--- src/rtl/cms_pkg.sv ---
package cms_pkg;

  typedef enum logic [1:0] {
    CK_RANGE = 2'd0,
    CK_ALL   = 2'd1,
    CK_SYNC  = 2'd2
  } cmd_kind_e;

  typedef enum logic [2:0] {
    ST_IDLE  = 3'd0,
    ST_ISSUE = 3'd1,
    ST_RETRY = 3'd2,
    ST_WAIT  = 3'd3,
    ST_SYNC  = 3'd4
  } seq_state_e;

endpackage

--- src/rtl/cms_reset_sync.sv ---
module cms_reset_sync (
  input  logic clk,
  input  logic arst_n,
  output logic srst_n
);

  logic [1:0] sync_q;

  always_ff @(posedge clk or negedge arst_n) begin
    if (!arst_n) begin
      sync_q <= 2'b00;
    end else begin
      sync_q <= {sync_q[0], 1'b1};
    end
  end

  assign srst_n = sync_q[1];

endmodule

--- src/rtl/cms_range_planner.sv ---
module cms_range_planner #(
  parameter int ADDR_W     = 32,
  parameter int LINE_BYTES = 64
) (
  input  logic [ADDR_W-1:0] start_i,
  input  logic [ADDR_W-1:0] end_i,
  output logic [ADDR_W-1:0] base_o,
  output logic [ADDR_W-1:0] bytes_o,
  output logic              whole_o,
  output logic              empty_o
);

  // offset mask within one line; its complement is also -LINE_BYTES
  localparam logic [ADDR_W-1:0] LMASK = ADDR_W'(LINE_BYTES - 1);

  logic [ADDR_W-1:0] span;

  always_comb begin
    base_o  = start_i & ~LMASK;
    span    = end_i - base_o;
    whole_o = (span >= ~LMASK);
    bytes_o = (span + LMASK) & ~LMASK;
    empty_o = (bytes_o == '0);
  end

endmodule

--- src/rtl/cms_chunk_track.sv ---
module cms_chunk_track #(
  parameter int ADDR_W      = 32,
  parameter int LINE_BYTES  = 64,
  parameter int RANGE_LIMIT = 1 << 22
) (
  input  logic              clk,
  input  logic              rst_n,
  input  logic              load_i,
  input  logic [ADDR_W-1:0] load_base_i,
  input  logic [ADDR_W-1:0] load_bytes_i,
  input  logic              step_i,
  output logic [ADDR_W-1:0] cur_addr_o,
  output logic [ADDR_W-1:0] cur_len_o,
  output logic              drained_o
);

  localparam int                LB      = $clog2(LINE_BYTES);
  localparam logic [ADDR_W-1:0] MAX_LEN = ADDR_W'(RANGE_LIMIT - LINE_BYTES);

  logic [ADDR_W-1:0] addr_q, addr_d;
  logic [ADDR_W-1:0] rem_q, rem_d;
  logic              upd_en;

  always_comb begin
    cur_len_o = (rem_q < MAX_LEN) ? rem_q : MAX_LEN;
    upd_en    = load_i | step_i;
    if (load_i) begin
      addr_d = load_base_i;
      rem_d  = load_bytes_i;
    end else begin
      addr_d = addr_q + cur_len_o;
      rem_d  = rem_q - cur_len_o;
    end
  end

  always_ff @(posedge clk or negedge rst_n) begin
    if (!rst_n) begin
      addr_q <= '0;
      rem_q  <= '0;
    end else if (upd_en) begin
      addr_q <= addr_d;
      rem_q  <= rem_d;
    end
  end

  assign cur_addr_o = addr_q;
  assign drained_o  = (rem_q == '0);

  // a consumed chunk is never empty and never above the ceiling
  p_len_bound_r4: assert property (@(posedge clk) disable iff (!rst_n)
    step_i |-> (cur_len_o != '0) && (cur_len_o <= MAX_LEN));

  // every consumed chunk is a whole number of lines
  p_len_lines_r3: assert property (@(posedge clk) disable iff (!rst_n)
    step_i |-> (cur_len_o[LB-1:0] == '0));

  // chunk addresses stay on line boundaries
  p_addr_align_r2: assert property (@(posedge clk) disable iff (!rst_n)
    step_i |-> (cur_addr_o[LB-1:0] == '0));

  // no step is taken once the span is used up
  p_no_underflow_r4: assert property (@(posedge clk) disable iff (!rst_n)
    step_i |-> !drained_o);

endmodule

--- src/rtl/cms_seq_ctrl.sv ---
module cms_seq_ctrl
  import cms_pkg::*;
(
  input  logic       clk,
  input  logic       rst_n,
  input  logic       req_valid_i,
  input  logic [1:0] req_op_i,
  input  logic       plan_whole_i,
  input  logic       plan_empty_i,
  input  logic       drained_i,
  input  logic       cmd_ack_i,
  input  logic       cmd_reject_i,
  input  logic       cmp_done_i,
  output logic       busy_o,
  output logic       done_o,
  output logic       cmd_valid_o,
  output cmd_kind_e  cmd_kind_o,
  output logic [1:0] cmd_op_o,
  output logic       load_o,
  output logic       step_o
);

  seq_state_e state_q, state_d;
  logic       whole_q;
  logic [1:0] op_q;
  logic       cmp_flag_q, cmp_flag_d;
  logic       done_q, done_d;
  logic       accept;

  // next-state and command decode
  always_comb begin
    state_d     = state_q;
    load_o      = 1'b0;
    step_o      = 1'b0;
    cmd_valid_o = 1'b0;
    cmd_kind_o  = CK_RANGE;
    case (state_q)
      ST_IDLE: begin
        if (req_valid_i) begin
          load_o = 1'b1;
          if (plan_whole_i)      state_d = ST_ISSUE;
          else if (plan_empty_i) state_d = ST_SYNC;
          else                   state_d = ST_ISSUE;
        end
      end
      ST_ISSUE: begin
        cmd_valid_o = 1'b1;
        cmd_kind_o  = whole_q ? CK_ALL : CK_RANGE;
        if (cmd_ack_i) begin
          if (cmd_reject_i) begin
            state_d = ST_RETRY;
          end else begin
            step_o  = !whole_q;
            state_d = ST_WAIT;
          end
        end
      end
      ST_RETRY: state_d = ST_ISSUE;
      ST_WAIT: begin
        if (cmp_flag_q) state_d = (whole_q || drained_i) ? ST_SYNC : ST_ISSUE;
      end
      ST_SYNC: begin
        cmd_valid_o = 1'b1;
        cmd_kind_o  = CK_SYNC;
        if (cmd_ack_i) state_d = ST_IDLE;
      end
      default: state_d = ST_IDLE;
    endcase
  end

  // completion flag: cleared outside the wait state, so early pulses are lost
  always_comb begin
    accept = (state_q == ST_IDLE) && req_valid_i;
    if (state_q == ST_WAIT) cmp_flag_d = cmp_flag_q ? 1'b0 : cmp_done_i;
    else                    cmp_flag_d = 1'b0;
    done_d = (state_q == ST_SYNC) && cmd_ack_i;
  end

  always_ff @(posedge clk or negedge rst_n) begin
    if (!rst_n) begin
      state_q    <= ST_IDLE;
      cmp_flag_q <= 1'b0;
      done_q     <= 1'b0;
    end else begin
      state_q    <= state_d;
      cmp_flag_q <= cmp_flag_d;
      done_q     <= done_d;
    end
  end

  always_ff @(posedge clk or negedge rst_n) begin
    if (!rst_n) begin
      whole_q <= 1'b0;
      op_q    <= 2'd0;
    end else if (accept) begin
      whole_q <= plan_whole_i;
      op_q    <= req_op_i;
    end
  end

  assign busy_o   = (state_q != ST_IDLE);
  assign done_o   = done_q;
  assign cmd_op_o = op_q;

  // while waiting with no completion recorded, nothing is offered next cycle
  p_wait_holds_r7: assert property (@(posedge clk) disable iff (!rst_n)
    (state_q == ST_WAIT) && !cmp_flag_q |=> !cmd_valid_o);

  // a request is only taken while idle
  p_load_idle_r10: assert property (@(posedge clk) disable iff (!rst_n)
    load_o |=> busy_o);

endmodule

--- src/rtl/cache_range_seq.sv ---
module cache_range_seq #(
  parameter int ADDR_W      = 32,
  parameter int LINE_BYTES  = 64,
  parameter int RANGE_LIMIT = 1 << 22
) (
  input  logic              clk,
  input  logic              rst_n,
  input  logic              req_valid,
  input  logic [ADDR_W-1:0] req_start,
  input  logic [ADDR_W-1:0] req_end,
  input  logic [1:0]        req_op,
  output logic              busy,
  output logic              done,
  output logic              cmd_valid,
  output logic [1:0]        cmd_kind,
  output logic [1:0]        cmd_op,
  output logic [ADDR_W-1:0] cmd_addr,
  output logic [ADDR_W-1:0] cmd_size,
  input  logic              cmd_ack,
  input  logic              cmd_reject,
  input  logic              cmp_done
);

  import cms_pkg::*;

  logic              srst_n;
  logic [ADDR_W-1:0] plan_base, plan_bytes;
  logic              plan_whole, plan_empty;
  logic [ADDR_W-1:0] chunk_addr, chunk_len;
  logic              drained, load, step;
  cmd_kind_e         kind_e;

  cms_reset_sync u_rst (
    .clk    (clk),
    .arst_n (rst_n),
    .srst_n (srst_n)
  );

  cms_range_planner #(
    .ADDR_W     (ADDR_W),
    .LINE_BYTES (LINE_BYTES)
  ) u_plan (
    .start_i (req_start),
    .end_i   (req_end),
    .base_o  (plan_base),
    .bytes_o (plan_bytes),
    .whole_o (plan_whole),
    .empty_o (plan_empty)
  );

  cms_chunk_track #(
    .ADDR_W      (ADDR_W),
    .LINE_BYTES  (LINE_BYTES),
    .RANGE_LIMIT (RANGE_LIMIT)
  ) u_chunk (
    .clk          (clk),
    .rst_n        (srst_n),
    .load_i       (load),
    .load_base_i  (plan_base),
    .load_bytes_i (plan_bytes),
    .step_i       (step),
    .cur_addr_o   (chunk_addr),
    .cur_len_o    (chunk_len),
    .drained_o    (drained)
  );

  cms_seq_ctrl u_ctrl (
    .clk          (clk),
    .rst_n        (srst_n),
    .req_valid_i  (req_valid),
    .req_op_i     (req_op),
    .plan_whole_i (plan_whole),
    .plan_empty_i (plan_empty),
    .drained_i    (drained),
    .cmd_ack_i    (cmd_ack),
    .cmd_reject_i (cmd_reject),
    .cmp_done_i   (cmp_done),
    .busy_o       (busy),
    .done_o       (done),
    .cmd_valid_o  (cmd_valid),
    .cmd_kind_o   (kind_e),
    .cmd_op_o     (cmd_op),
    .load_o       (load),
    .step_o       (step)
  );

  always_comb begin
    cmd_kind = kind_e;
    if (kind_e == CK_RANGE) begin
      cmd_addr = chunk_addr;
      cmd_size = chunk_len;
    end else begin
      cmd_addr = '0;
      cmd_size = '0;
    end
  end

  // an offered command does not change until acknowledged
  p_fields_hold_r6: assert property (@(posedge clk) disable iff (!srst_n)
    cmd_valid && !cmd_ack |=> cmd_valid && $stable(cmd_kind) && $stable(cmd_addr)
                              && $stable(cmd_size) && $stable(cmd_op));

  // a refused registration leaves one idle cycle before the retry
  p_retry_gap_r6: assert property (@(posedge clk) disable iff (!srst_n)
    cmd_valid && cmd_ack && cmd_reject && (cmd_kind != 2'd2) |=> !cmd_valid);

  // whole-cache commands carry no address or length
  p_whole_zero_r5: assert property (@(posedge clk) disable iff (!srst_n)
    cmd_valid && (cmd_kind == 2'd1) |-> (cmd_addr == '0) && (cmd_size == '0));

  // only the three defined kinds are offered
  p_kind_legal_r8: assert property (@(posedge clk) disable iff (!srst_n)
    cmd_valid |-> (cmd_kind != 2'd3));

  // done is caused by an acknowledged sync
  p_done_cause_r8: assert property (@(posedge clk) disable iff (!srst_n)
    done |-> $past(cmd_valid && cmd_ack && (cmd_kind == 2'd2)));

  // done lasts a single cycle
  p_done_pulse_r10: assert property (@(posedge clk) disable iff (!srst_n)
    done |=> !done);

  // nothing is offered while idle
  p_idle_quiet_r10: assert property (@(posedge clk) disable iff (!srst_n)
    !busy |-> !cmd_valid);

endmodule

--- config.mk ---
export PLATFORM = sky130hd
export DESIGN_NAME = cache_range_seq
export DESIGN_NICKNAME = d
export VERILOG_FILES = /design/src/rtl/cms_pkg.sv /design/src/rtl/cms_reset_sync.sv /design/src/rtl/cms_range_planner.sv /design/src/rtl/cms_chunk_track.sv /design/src/rtl/cms_seq_ctrl.sv /design/src/rtl/cache_range_seq.sv
export SDC_FILE = /design/constraint.sdc
export NUM_CORES = 1
export LEC_CHECK = 0
export CAP_MARGIN = 20
export CORE_ASPECT_RATIO = 0.5
export CORE_UTILIZATION = 51
export DETAILED_ROUTE_END_ITERATION = 10
export PLACE_DENSITY = 0.77
export SLEW_MARGIN = 10
export SYNTH_ARGS = -nofsm -noshare
export SYNTH_HDL_FRONTEND = slang
export SYNTH_SLANG_ARGS = --single-unit
--- constraint.sdc ---
create_clock -name clk -period 3.35 [get_ports clk]
set_input_delay 0.67 -clock clk [delete_from_list [all_inputs] [get_ports clk]]
set_output_delay 0.67 -clock clk [all_outputs]
set_load 0.1 [all_outputs]
==> results of run 1 <==
## layer usage
metal / GRT usage / overflow
met5: 0.298 / 0
met4: 0.803 / 47
met2: 0.955 / 63
met3: 0.574 / 1
met1: 0.764 / 0
## synth_stat cells, types with 4 or more instances
master / n / area share
or4_1: 4 / 0.0036
or3_1: 10 / 0.0075
or2_2: 4 / 0.0030
and3_1: 15 / 0.011
o21ai_1: 14 / 0.0085
o311ai_0: 5 / 0.0053
a21o_1: 23 / 0.021
xnor2_1: 36 / 0.038
nor2_1: 85 / 0.038
o21bai_1: 6 / 0.0054
nand4_1: 13 / 0.0098
o31ai_1: 7 / 0.0063
a211oi_1: 20 / 0.018
inv_1: 45 / 0.020
nor4_1: 11 / 0.0083
a21oi_1: 92 / 0.056
a22oi_1: 10 / 0.0091
o211ai_1: 18 / 0.016
nor3_1: 22 / 0.013
buf_2: 7 / 0.0042
ha_1: 58 / 0.088
clkbuf_1: 43 / 0.019
o221ai_1: 5 / 0.0053
o21a_1: 7 / 0.0063
a221oi_1: 4 / 0.0042
buf_4: 11 / 0.010
nand3b_1: 4 / 0.0036
nand3_1: 30 / 0.018
and2_1: 70 / 0.053
dfrtp_1: 74 / 0.22
and4_1: 6 / 0.0063
a31oi_1: 12 / 0.0091
a221o_1: 5 / 0.0060
nand2_1: 88 / 0.040
nand2b_1: 23 / 0.017
nor3b_1: 4 / 0.0036
o31a_1: 4 / 0.0042
xor2_1: 27 / 0.029
o21ai_0: 77 / 0.046
o2111ai_1: 4 / 0.0042
nor2b_1: 4 / 0.0030
a22o_1: 4 / 0.0042
a31o_2: 4 / 0.0042
## repair_timing
item                       CTS
setup endpoints to repair   53
setup buffers               37
resized for setup          196
pin swaps                   87
## cell families after synthesis
family | count (synthesis)
other cells | 2
buf+inv | 109
flops | 74
fa+ha+maj | 60
xor+xnor | 64
compound gates | 359
mux | 3
simple gates | 416
## stage by stage
stage,instances,TNS (ns),util,worst slack (ns)
2_1_floorplan,1107,-13.21,-,-0.736
4_1_cts,1698,-18.24,0.881,-0.831
3_5_place_dp,1646,-36.55,0.786,-1.33
3_3_place_gp,1646,-32.72,0.786,-1.25
==> metrics.txt, run 1 <==
outcome aborted with a tool error; failing step 5_1_grt; first error [ERROR GRT-0232] Routing congestion too high. Check the congestion heatmap in the GUI.; H-tree levels 3; clk root buf clkbuf_16; fraction of registers with async set/reset 1.00; Die Ht 92.2 um; main flop type after synthesis dfrtp_1; Tot GR Track Use 0.766; WEP type register data pin; post-synthesis mux area share 0.00377; Post-Synth Simple-Gate Area 0.269; Inserted Clock Buffers 9; adder-cell share of the synthesized area 0.0924; Post-Synth XOR/XNOR Area 0.0685; die width 182 um; Cells after Synth 1,087; worst_ep grt u_chunk.cur_addr_o[30]$_DFFE_PN0P_/D; Post-DP HPWL 24.2 mm; Synth cell types 92; syn avg cell area 7.63 um2; Seq/Total Area, Yosys 0.223; dpl cell area 12,300 um2; global route total overflow 111; IO buf count 126; GP Congestion 0.986; synthesized flop and latch total 74; row count 32; Post-synth EDFFs 0; largest net degree at the start of global routing 73; Max clock buf depth 2; Compound-Gate Fraction of Synth Area 0.286; cts-stage hold buffer count 0; main combinational cell family by area after synthesis compound AO/OA/AOI/OAI gates; IO Count 143; warning count from the yosys run 0; initial core utilization 0.530; Mapped Area 8290 um2; Clock Sinks 74
==> inputs of run 2 (changes only) <==
--- a/config.mk
+++ b/config.mk
@@ -6,10 +6,9 @@
 export NUM_CORES = 1
 export LEC_CHECK = 0
 export CAP_MARGIN = 20
-export CORE_ASPECT_RATIO = 0.5
-export CORE_UTILIZATION = 51
+export CORE_UTILIZATION = 36
 export DETAILED_ROUTE_END_ITERATION = 10
-export PLACE_DENSITY = 0.77
+export PLACE_DENSITY_LB_ADDON = 0.15
 export SLEW_MARGIN = 10
 export SYNTH_ARGS = -nofsm -noshare
 export SYNTH_HDL_FRONTEND = slang
==> metrics.txt, run 2 <==
worst vdd ir 0.857 mV; syn avg cell area 7.63 um2 (unchanged); Antenna Violating Nets Remaining 0; Clock Skew 0.00845 ns; GP Congestion 0.936 (-5.1%); main flop type after synthesis dfrtp_1; Tightest Pin Transition 0.890 ns; via count 9,906; number of vias per cell 5.49; crit path buf inv count 2; post-synth top area cell dfrtp_1; fraction of registers with async set/reset 1.00 (unchanged); # DRC 0; Worst-Skew Late Latency 0.36 ns; RSZ-0062 raised after global routing true; Max clock buf depth 2 (unchanged); H-tree levels 3 (unchanged); layout cells sized above 1 0.439; Clock Sinks 74 (unchanged); outcome finished with violations; TritonCTS clock tree done; drt first pass iters 4; Synth cell types 92 (unchanged); Mapped Area 8290 um2 (unchanged); crit-path max FO 5; Routed WL 32.3 mm; global route total overflow 0; Min-Delay Path Class flop to asynchronous set/reset pin; synthesized flop and latch total 74 (unchanged); first-pass GRT wire length 50.6 mm; Fin Hold WS 0.246 ns; fin cells 1,806; top post-synthesis cells by area dfrtp_1, ha_1, a21oi_1, and2_1, o21ai_0; pwr dens 716 nW/um2; IO buf count 126 (unchanged); Post-DP HPWL 23.5 mm (-2.6%); CP delay by family, top compound AO/OA/AOI/OAI gates; Req. time, crit path 3.60 ns; count of final hold-check violations 0; warning count from the yosys run 0 (unchanged); vias in the first global route 9,637; Post-synth EDFFs 0 (unchanged); die width 154 um (-16%); Tot GR Track Use 0.269; worst setup path class flop to flop; clk root buf clkbuf_16; final net count 1,647; row count 55 (+72%); crit-path most repeated cell a221o_1; setup slack at placement -1.30 ns (+0.0369 ns); Inserted Clock Buffers 9 (unchanged); cell chain of the critical path or4_4 -> nor4_4 -> o31a_1 -> buf_12 -> buf_8 -> and2_4 -> ha_4 -> a21o_1 -> a21oi_2 -> o21ai_2 -> a41oi_2 -> o21bai_2 -> a221o_1 -> a211o_1 -> a21oi_1 -> nor3_2 -> a221o_1; synth cell count leaders a21oi_1, nand2_1, nor2_1, o21ai_0, dfrtp_1; most common cell after layout, fill and taps aside buf_4; Die ar. 23,600 um2; initial antenna violation count 1; CP Capture Type flop; cts-stage hold buffer count 0 (unchanged); Slew Limit Headroom 0.401; fin crit share 1.26; most frequent cell after synthesis a21oi_1; Crit path largest cell delay 0.56 ns; final setup vio count 40; dpl cells 1,734 (+5.3%); setup ws final -0.877 ns; Core Area 22,600 um2; failing checks setup timing; clock slew at reported path FFs 0.07 ns; total power 10.5 mW; area grow syn2layout 77.4%; WL/cell 17.9 um; most frequent cells in the layout buf_4, nand2_1, nor2_1; Die Ht 154 um (+67%); IO Count 143 (unchanged); Leak 6.59 nW; Worst setup SP type flop; fill count 1,890; max-slew violation count 0; top-area cell type share of the netlist area 0.223 (unchanged); min Tclk post-route 4.23 ns; Seq/Total Area, Yosys 0.223 (unchanged); largest net degree at the start of global routing 73; Max Cap Violations 0; critical path arrival 4.47 ns; Cells after Synth 1,087 (unchanged); Initial DRC Count 504; Critical Path Slowest Stage Cell or4_4; initial core utilization 0.366 (-0.163); fmax 237 MHz
run 2: cell counts after synthesis:
Identical to the previous run, type by type.
run 2: repair_timing:
item	4_1_cts	5_1_grt
pin swaps	99	80
setup buffers	41	19
resized for setup	215	142
cloned	1	1
endpoints found under the setup margin	50	53
run 2: cells by family after synthesis:
logic type                 count (synthesis)  synth area share
and+or+nand+nor                          416             0.269
xor gates and xnor gates                  64            0.0685
muxes                                      3           0.00377
AOI/OAI and AO/OA                        359             0.286
adders and majority gates                 60            0.0924
DFF                                       74             0.223
buffers and inverters                    109            0.0563
other                                      2          0.000906
run 2: final cells by class:
type	count	area, um2	area share
Antenna cell	1	2.50	0.000170
Clock buffer	9	225	0.0153
Clock inverter	7	68.8	0.00468
Inverter	45	181	0.0123
Multi-Input combinational cell	924	7470	0.508
Sequential cell	74	1860	0.126
Tap cell	285	357	0.0242
Timing Repair Buffer	461	4550	0.309
run 2: per-stage QoR:
| step | cell area (um2) | utilization | setup TNS (ns) |
|---|---|---|---|
| global placement | 12600 | 0.555 | -34.43 |
| detailed placement | 12600 | 0.555 | -35.60 |
| global route | 14700 | 0.650 | -22.53 |
| CTS | 14000 | 0.618 | -17.46 |
| floorplan | 8610 | - | -13.21 |
| finish | 14700 | 0.650 | -17.13 |
run 2: worst paths after layout:
check	depth (start not counted)	end	slack [ns]	start
max in group asynchronous	1	u_chunk.rem_q[22]	2.50	u_rst.sync_q[1]
min in group clk	0	u_rst.sync_q[1]	0.35	u_rst.sync_q[0]
setup / recovery	17	u_chunk.cur_addr_o[29]	-0.88	u_chunk.rem_q[27]
hold / removal	0	u_chunk.cur_addr_o[4]	0.25	u_rst.sync_q[1]
hold reg to reg	0	u_chunk.cur_addr_o[4]	0.25	u_rst.sync_q[1]
setup reg to reg	17	u_chunk.cur_addr_o[29]	-0.88	u_chunk.rem_q[27]
run 2: per-layer routing:
layer  GRT usage  vias to the layer above  wire, um
met4      0.0905                        0       697
met1       0.344                     4778     14000
li1            -                     4815         -
met3      0.0262                       46      1330
met2       0.474                      267     16400
met5           0                        -         0
run 2: where the power goes:
part / leakage (nW) / switching [mW] / internal [mW]
Combinational: 5.53 / 4.42 / 3.51
Sequential: 0.915 / 0.316 / 1.25
Clock: 0.142 / 0.465 / 0.577
Total: 6.59 / 5.20 / 5.34
Power figures use the tool's default switching activity.
==> inputs of run 3 (changes only) <==
--- a/config.mk
+++ b/config.mk
@@ -5,7 +5,6 @@
 export SDC_FILE = /design/constraint.sdc
 export NUM_CORES = 1
 export LEC_CHECK = 0
-export CAP_MARGIN = 20
 export CORE_UTILIZATION = 36
 export DETAILED_ROUTE_END_ITERATION = 10
 export PLACE_DENSITY_LB_ADDON = 0.15
==> metrics.txt, run 3 (synthesis gave the netlist of run 2 again) <==
outcome finished with violations; failing checks setup timing; total power 10.5 mW (about the same); via count 9,931 (+0.25%); Leak 6.58 nW (-0.19%); H-tree levels 3 (unchanged); IO buf count 126 (unchanged); final net count 1,646 (-0.061%); drt first pass iters 5 (+1); Max Cap Violations 0 (unchanged); GP Congestion 0.936 (unchanged); fmax 236 MHz (-0.24%); Tot GR Track Use 0.269 (unchanged); min Tclk post-route 4.24 ns (+0.0103 ns); Routed WL 32.4 mm (+0.14%); Min-Delay Path Class flop to flop; IO Count 143 (unchanged); Core Area 22,600 um2 (unchanged); critical path arrival 4.48 ns (about the same); RSZ-0062 raised after global routing true; Post-DP HPWL 23.5 mm (unchanged); global route total overflow 0 (unchanged); max-slew violation count 0 (unchanged); layout cells sized above 1 0.439 (about the same); largest net degree at the start of global routing 73 (unchanged); Setup crit start u_chunk.rem_q[27]; most common cell after layout, fill and taps aside buf_4; register area 1860 um2 (unchanged); Worst setup SP type flop; cell chain of the critical path or4_4 -> nor4_4 -> o31a_1 -> buf_12 -> buf_8 -> and2_4 -> ha_4 -> a21o_1 -> a21oi_2 -> o21ai_2 -> a41oi_2 -> o21bai_2 -> a221o_1 -> a211o_1 -> a21oi_1 -> nor3_2 -> a221o_1; TritonCTS clock tree done; Inserted Clock Buffers 9 (unchanged); crit-path most repeated cell a221o_1; initial core utilization 0.366 (unchanged); final setup vio count 41 (+2.5%); Die Ht 154 um (unchanged); Req. time, crit path 3.60 ns (about the same); # DRC 0 (unchanged); clock slew at reported path FFs 0.07 ns (about the same); setup slack at placement -1.30 ns (unchanged); WL/cell 17.9 um (+0.19%); Clock Skew 0.00737 ns (-0.00108 ns); worst r2r path cells 17 (unchanged); setup ws final -0.888 ns (-0.0103 ns); Slew Limit Headroom 0.291 (-0.110); most frequent cells in the layout buf_4, nand2_1, nor2_1; worst setup path endpoint u_chunk.cur_addr_o[29]; initial antenna violation count 1 (unchanged); Max clock buf depth 2 (unchanged); cts-stage hold buffer count 0 (unchanged); worst setup path class flop to flop; Initial DRC Count 444 (-12%); Critical Path Slowest Stage Cell or4_4; area of the multi-input gates 7470 um2 (unchanged); Antenna Violating Nets Remaining 0 (unchanged); Final Util 0.649 (-0.00121); Crit path largest cell delay 0.56 ns (about the same); Die ar. 23,600 um2 (unchanged); Tightest Pin Transition 1.06 ns (+0.174 ns); Worst-Skew Late Latency 0.36 ns (about the same); reg-to-reg setup timing slack -0.89 ns (about the same); vias in the first global route 9,637 (unchanged); CP Capture Type flop; first-pass GRT wire length 50.6 mm (unchanged); crit-path max FO 5 (unchanged); die width 154 um (unchanged); area grow syn2layout 77.1%; reg2reg start u_chunk.rem_q[27]; setup TNS -17.03 ns (+0.0976 ns); fin crit share 1.26 (+0.00306); row count 55 (unchanged); FF-to-FF End u_chunk.cur_addr_o[29]; pwr dens 718 nW/um2 (+0.25%); dpl cells 1,734 (unchanged); count of final hold-check violations 0 (unchanged); fin cells 1,805 (-0.055%); clk root buf clkbuf_16; Clock Sinks 74 (unchanged); fill count 1,892 (+0.11%); number of vias per cell 5.50 (+0.31%); worst vdd ir 0.856 mV (about the same)
-- run 3: per-layer routing --
metal,part of all wire,vias up,GRT usage
met4,0.023,0,0.0905
met3,0.039,46,0.0262
met1,0.43,4800,0.344
li1,-,4811,-
met5,0,-,0
met2,0.51,274,0.474
-- run 3: what timing repair did --
action | in CTS | in global routing
setup buffers | 41 | 19
endpoints found under the setup margin | 50 | 53
pin swaps | 99 | 80
resized for setup | 215 | 142
cloned | 1 | 1
hold endpoints to repair | 0 | 0
-- run 3: worst max-delay path, delay by kind of cell (launching register included) --
family          cells  cell delay, ns
compound gates     10            2.29
simple gates        4            1.03
fa+ha+maj           1            0.19
flops               1            0.38
buf+inv             2            0.23
-- run 3: worst min-delay path by stage --
stage,from,endpoint,slack [ns],cells past startpoint
finish,u_rst.sync_q[0],u_rst.sync_q[1],0.35,0
global route,u_rst.sync_q[0],u_rst.sync_q[1],0.36,0
CTS,u_rst.sync_q[0],u_rst.sync_q[1],0.35,0
detailed placement,u_rst.sync_q[0],u_rst.sync_q[1],0.34,0
global placement,u_rst.sync_q[0],u_rst.sync_q[1],0.34,0
floorplan,u_rst.sync_q[0],u_rst.sync_q[1],0.33,0
-- run 3: cell type report --
class / count / area share
Multi-Input combinational cell: 924 / 0.509
Timing Repair Buffer: 460 / 0.308
Sequential cell: 74 / 0.126
Tap cell: 285 / 0.0243
Clock buffer: 9 / 0.0153
Inverter: 45 / 0.0124
Clock inverter: 7 / 0.00469
Antenna cell: 1 / 0.000170
-- run 3: per-stage QoR --
step / cell area, um2 / hold slack (ns)
floorplan: 8610 / 0.331
global placement: 12600 / 0.337
detailed placement: 12600 / 0.337
CTS: 14000 / 0.352
global route: 14700 / 0.363
finish: 14700 / 0.350
-- run 3: power by group --
group	switching, mW	leakage (nW)	internal, mW
Sequential	0.330	0.915	1.25
Combinational	4.41	5.52	3.50
Clock	0.466	0.142	0.577
==> inputs of run 4 (changes only) <==
==> constraint.sdc (replaced) <==
create_clock -name clk -period 4.4 [get_ports clk]
set_input_delay 0.88 -clock clk [delete_from_list [all_inputs] [get_ports clk]]
set_output_delay 0.88 -clock clk [all_outputs]
set_load 0.1 [all_outputs]
==> metrics.txt, run 4 (synthesis gave the netlist of run 2 again) <==
Core Area 22,600 um2 (unchanged); GP Congestion 0.906 (-3.2%); initial core utilization 0.366 (unchanged); Worst-Skew Late Latency 0.36 ns (about the same); setup TNS 0 ns (+17.03 ns); TritonCTS clock tree done; largest net degree at the start of global routing 73 (unchanged); most common cell after layout, fill and taps aside buf_4; clk root buf clkbuf_16; total power 6.43 mW (-39%); clock slew at reported path FFs 0.07 ns (about the same); global route total overflow 0 (unchanged); worst setup path class primary input to flop; Max clock buf depth 2 (unchanged); first-pass GRT wire length 44.5 mm (-12%); vias in the first global route 8,671 (-10%); Initial DRC Count 556 (+25%); WL/cell 16.9 um (-5.8%); Slew Limit Headroom 0.313 (+0.0226); Antenna Violating Nets Remaining 0 (unchanged); Inserted Clock Buffers 9 (unchanged); area grow syn2layout 40.7%; drt first pass iters 5 (unchanged); Routed WL 28.0 mm (-14%); Leak 5.13 nW (-22%); Die Ht 154 um (unchanged); number of vias per cell 5.45 (-0.87%); Worst setup SP type primary input; initial antenna violation count 0 (-1); Critical Path Slowest Stage Cell or4_4; outcome finished, final reports clean; Tightest Pin Transition 1.03 ns (-0.0340 ns); final setup vio count 0 (-100%); count of final hold-check violations 0 (unchanged); Clock Skew 0.0114 ns (+0.00408 ns); via count 9,032 (-9.1%); cts-stage hold buffer count 0 (unchanged); min Tclk post-route 4.29 ns; row count 55 (unchanged); CP Capture Type flop; register area 1860 um2 (unchanged); Post-DP HPWL 21.8 mm (-7.4%); cell chain of the critical path clkdlybuf4s50_1 -> inv_1 -> ha_1 -> buf_4 -> xor2_1 -> a211oi_4 -> nand2_2 -> or4_4 -> or3_4 -> nor4_4 -> nand4bb_1 -> nor4b_2 -> o2111a_1 -> a21o_1; layout cells sized above 1 0.241 (-0.198); Min-Delay Path Class flop to flop; # DRC 0 (unchanged); fmax 233 MHz; Crit path largest cell delay 0.54 ns (-0.02 ns); fin cells 1,656 (-8.3%); most frequent cells in the layout buf_4, nand2_1, a21oi_1; dpl cells 1,634 (-5.8%); RSZ-0062 raised after global routing true; H-tree levels 3 (unchanged); Max Cap Violations 0 (unchanged); Clock Sinks 74 (unchanged); IO Count 143 (unchanged); max-slew violation count 0 (unchanged); final net count 1,498 (-9.0%); worst vdd ir 0.466 mV (-46%); Req. time, crit path 4.64 ns (+1.04 ns); Tot GR Track Use 0.237 (-0.0323); IO buf count 126 (unchanged); pwr dens 552 nW/um2 (-23%); area of the multi-input gates 6270 um2 (-16%); fill count 2,266 (+20%); critical path arrival 4.53 ns (+0.05 ns); Die ar. 23,600 um2 (unchanged); die width 154 um (unchanged); crit-path max FO 3 (-2); fin crit share 0.974; # diodes 0 (-1)
[run 4: stage by stage]
stage,util,instance area [um2],setup WS (ns),hold slack [ns]
finish,0.515,11700,0.114,0.350
global route,0.515,11700,-0.0248,0.372
CTS,0.505,11400,0.0133,0.354
detailed placement,0.491,11100,-0.462,0.338
global placement,0.491,11100,-0.422,0.338
floorplan,-,8380,0.0182,0.331
[run 4: report_power, final]
group          total, mW  internal, mW  switching [mW]
Combinational       4.48          1.68            2.80
Clock              0.727         0.384           0.343
Sequential          1.22         0.956           0.268
Total               6.43          3.02            3.41
[run 4: timing repair]
action / CTS / global route
gates resized for setup: 12 / 40
pin swaps: 6 / 20
setup endpoints to repair: 13 / 14
buffers inserted: 1 / 5
[run 4: worst paths after layout]
| check | cells after the start | endpoint | startpoint | slack (ns) |
|---|---|---|---|---|
| setup / recovery | 14 | u_ctrl.state_q[2] | req_start[8] | 0.11 |
| hold / removal | 0 | u_rst.sync_q[1] | u_rst.sync_q[0] | 0.35 |
| setup reg to reg | 17 | u_chunk.cur_addr_o[28] | u_chunk.rem_q[29] | 0.14 |
| hold reg to reg | 0 | u_rst.sync_q[1] | u_rst.sync_q[0] | 0.35 |
| max in group asynchronous | 0 | u_chunk.rem_q[15] | u_rst.sync_q[1] | 3.22 |
| min in group asynchronous | 0 | u_chunk.cur_addr_o[8] | u_rst.sync_q[1] | 0.52 |
[run 4: routing by layer]
layer  part of all wire  vias up  global-route usage
met5                  0        -                   0
met1               0.45     4229               0.307
met3              0.049       35              0.0287
met4              0.018        0              0.0690
met2               0.48      255               0.412
li1                   -     4513                   -
[run 4: worst max-delay path, delay by kind of cell]
kind | cells | cell delay (ns)
AOI/OAI and AO/OA | 3 | 0.69
and+or+nand+nor | 6 | 1.76
adders and majority gates | 1 | 0.32
buffers and inverters | 3 | 0.68
xor gates and xnor gates | 1 | 0.19
[run 4: cell type report]
type / instances / share of cell area
Inverter: 45 / 0.0145
Clock buffer: 10 / 0.0196
Multi-Input combinational cell: 924 / 0.538
Clock inverter: 6 / 0.00365
Tap cell: 285 / 0.0306
Timing Repair Buffer: 312 / 0.235
Sequential cell: 74 / 0.159
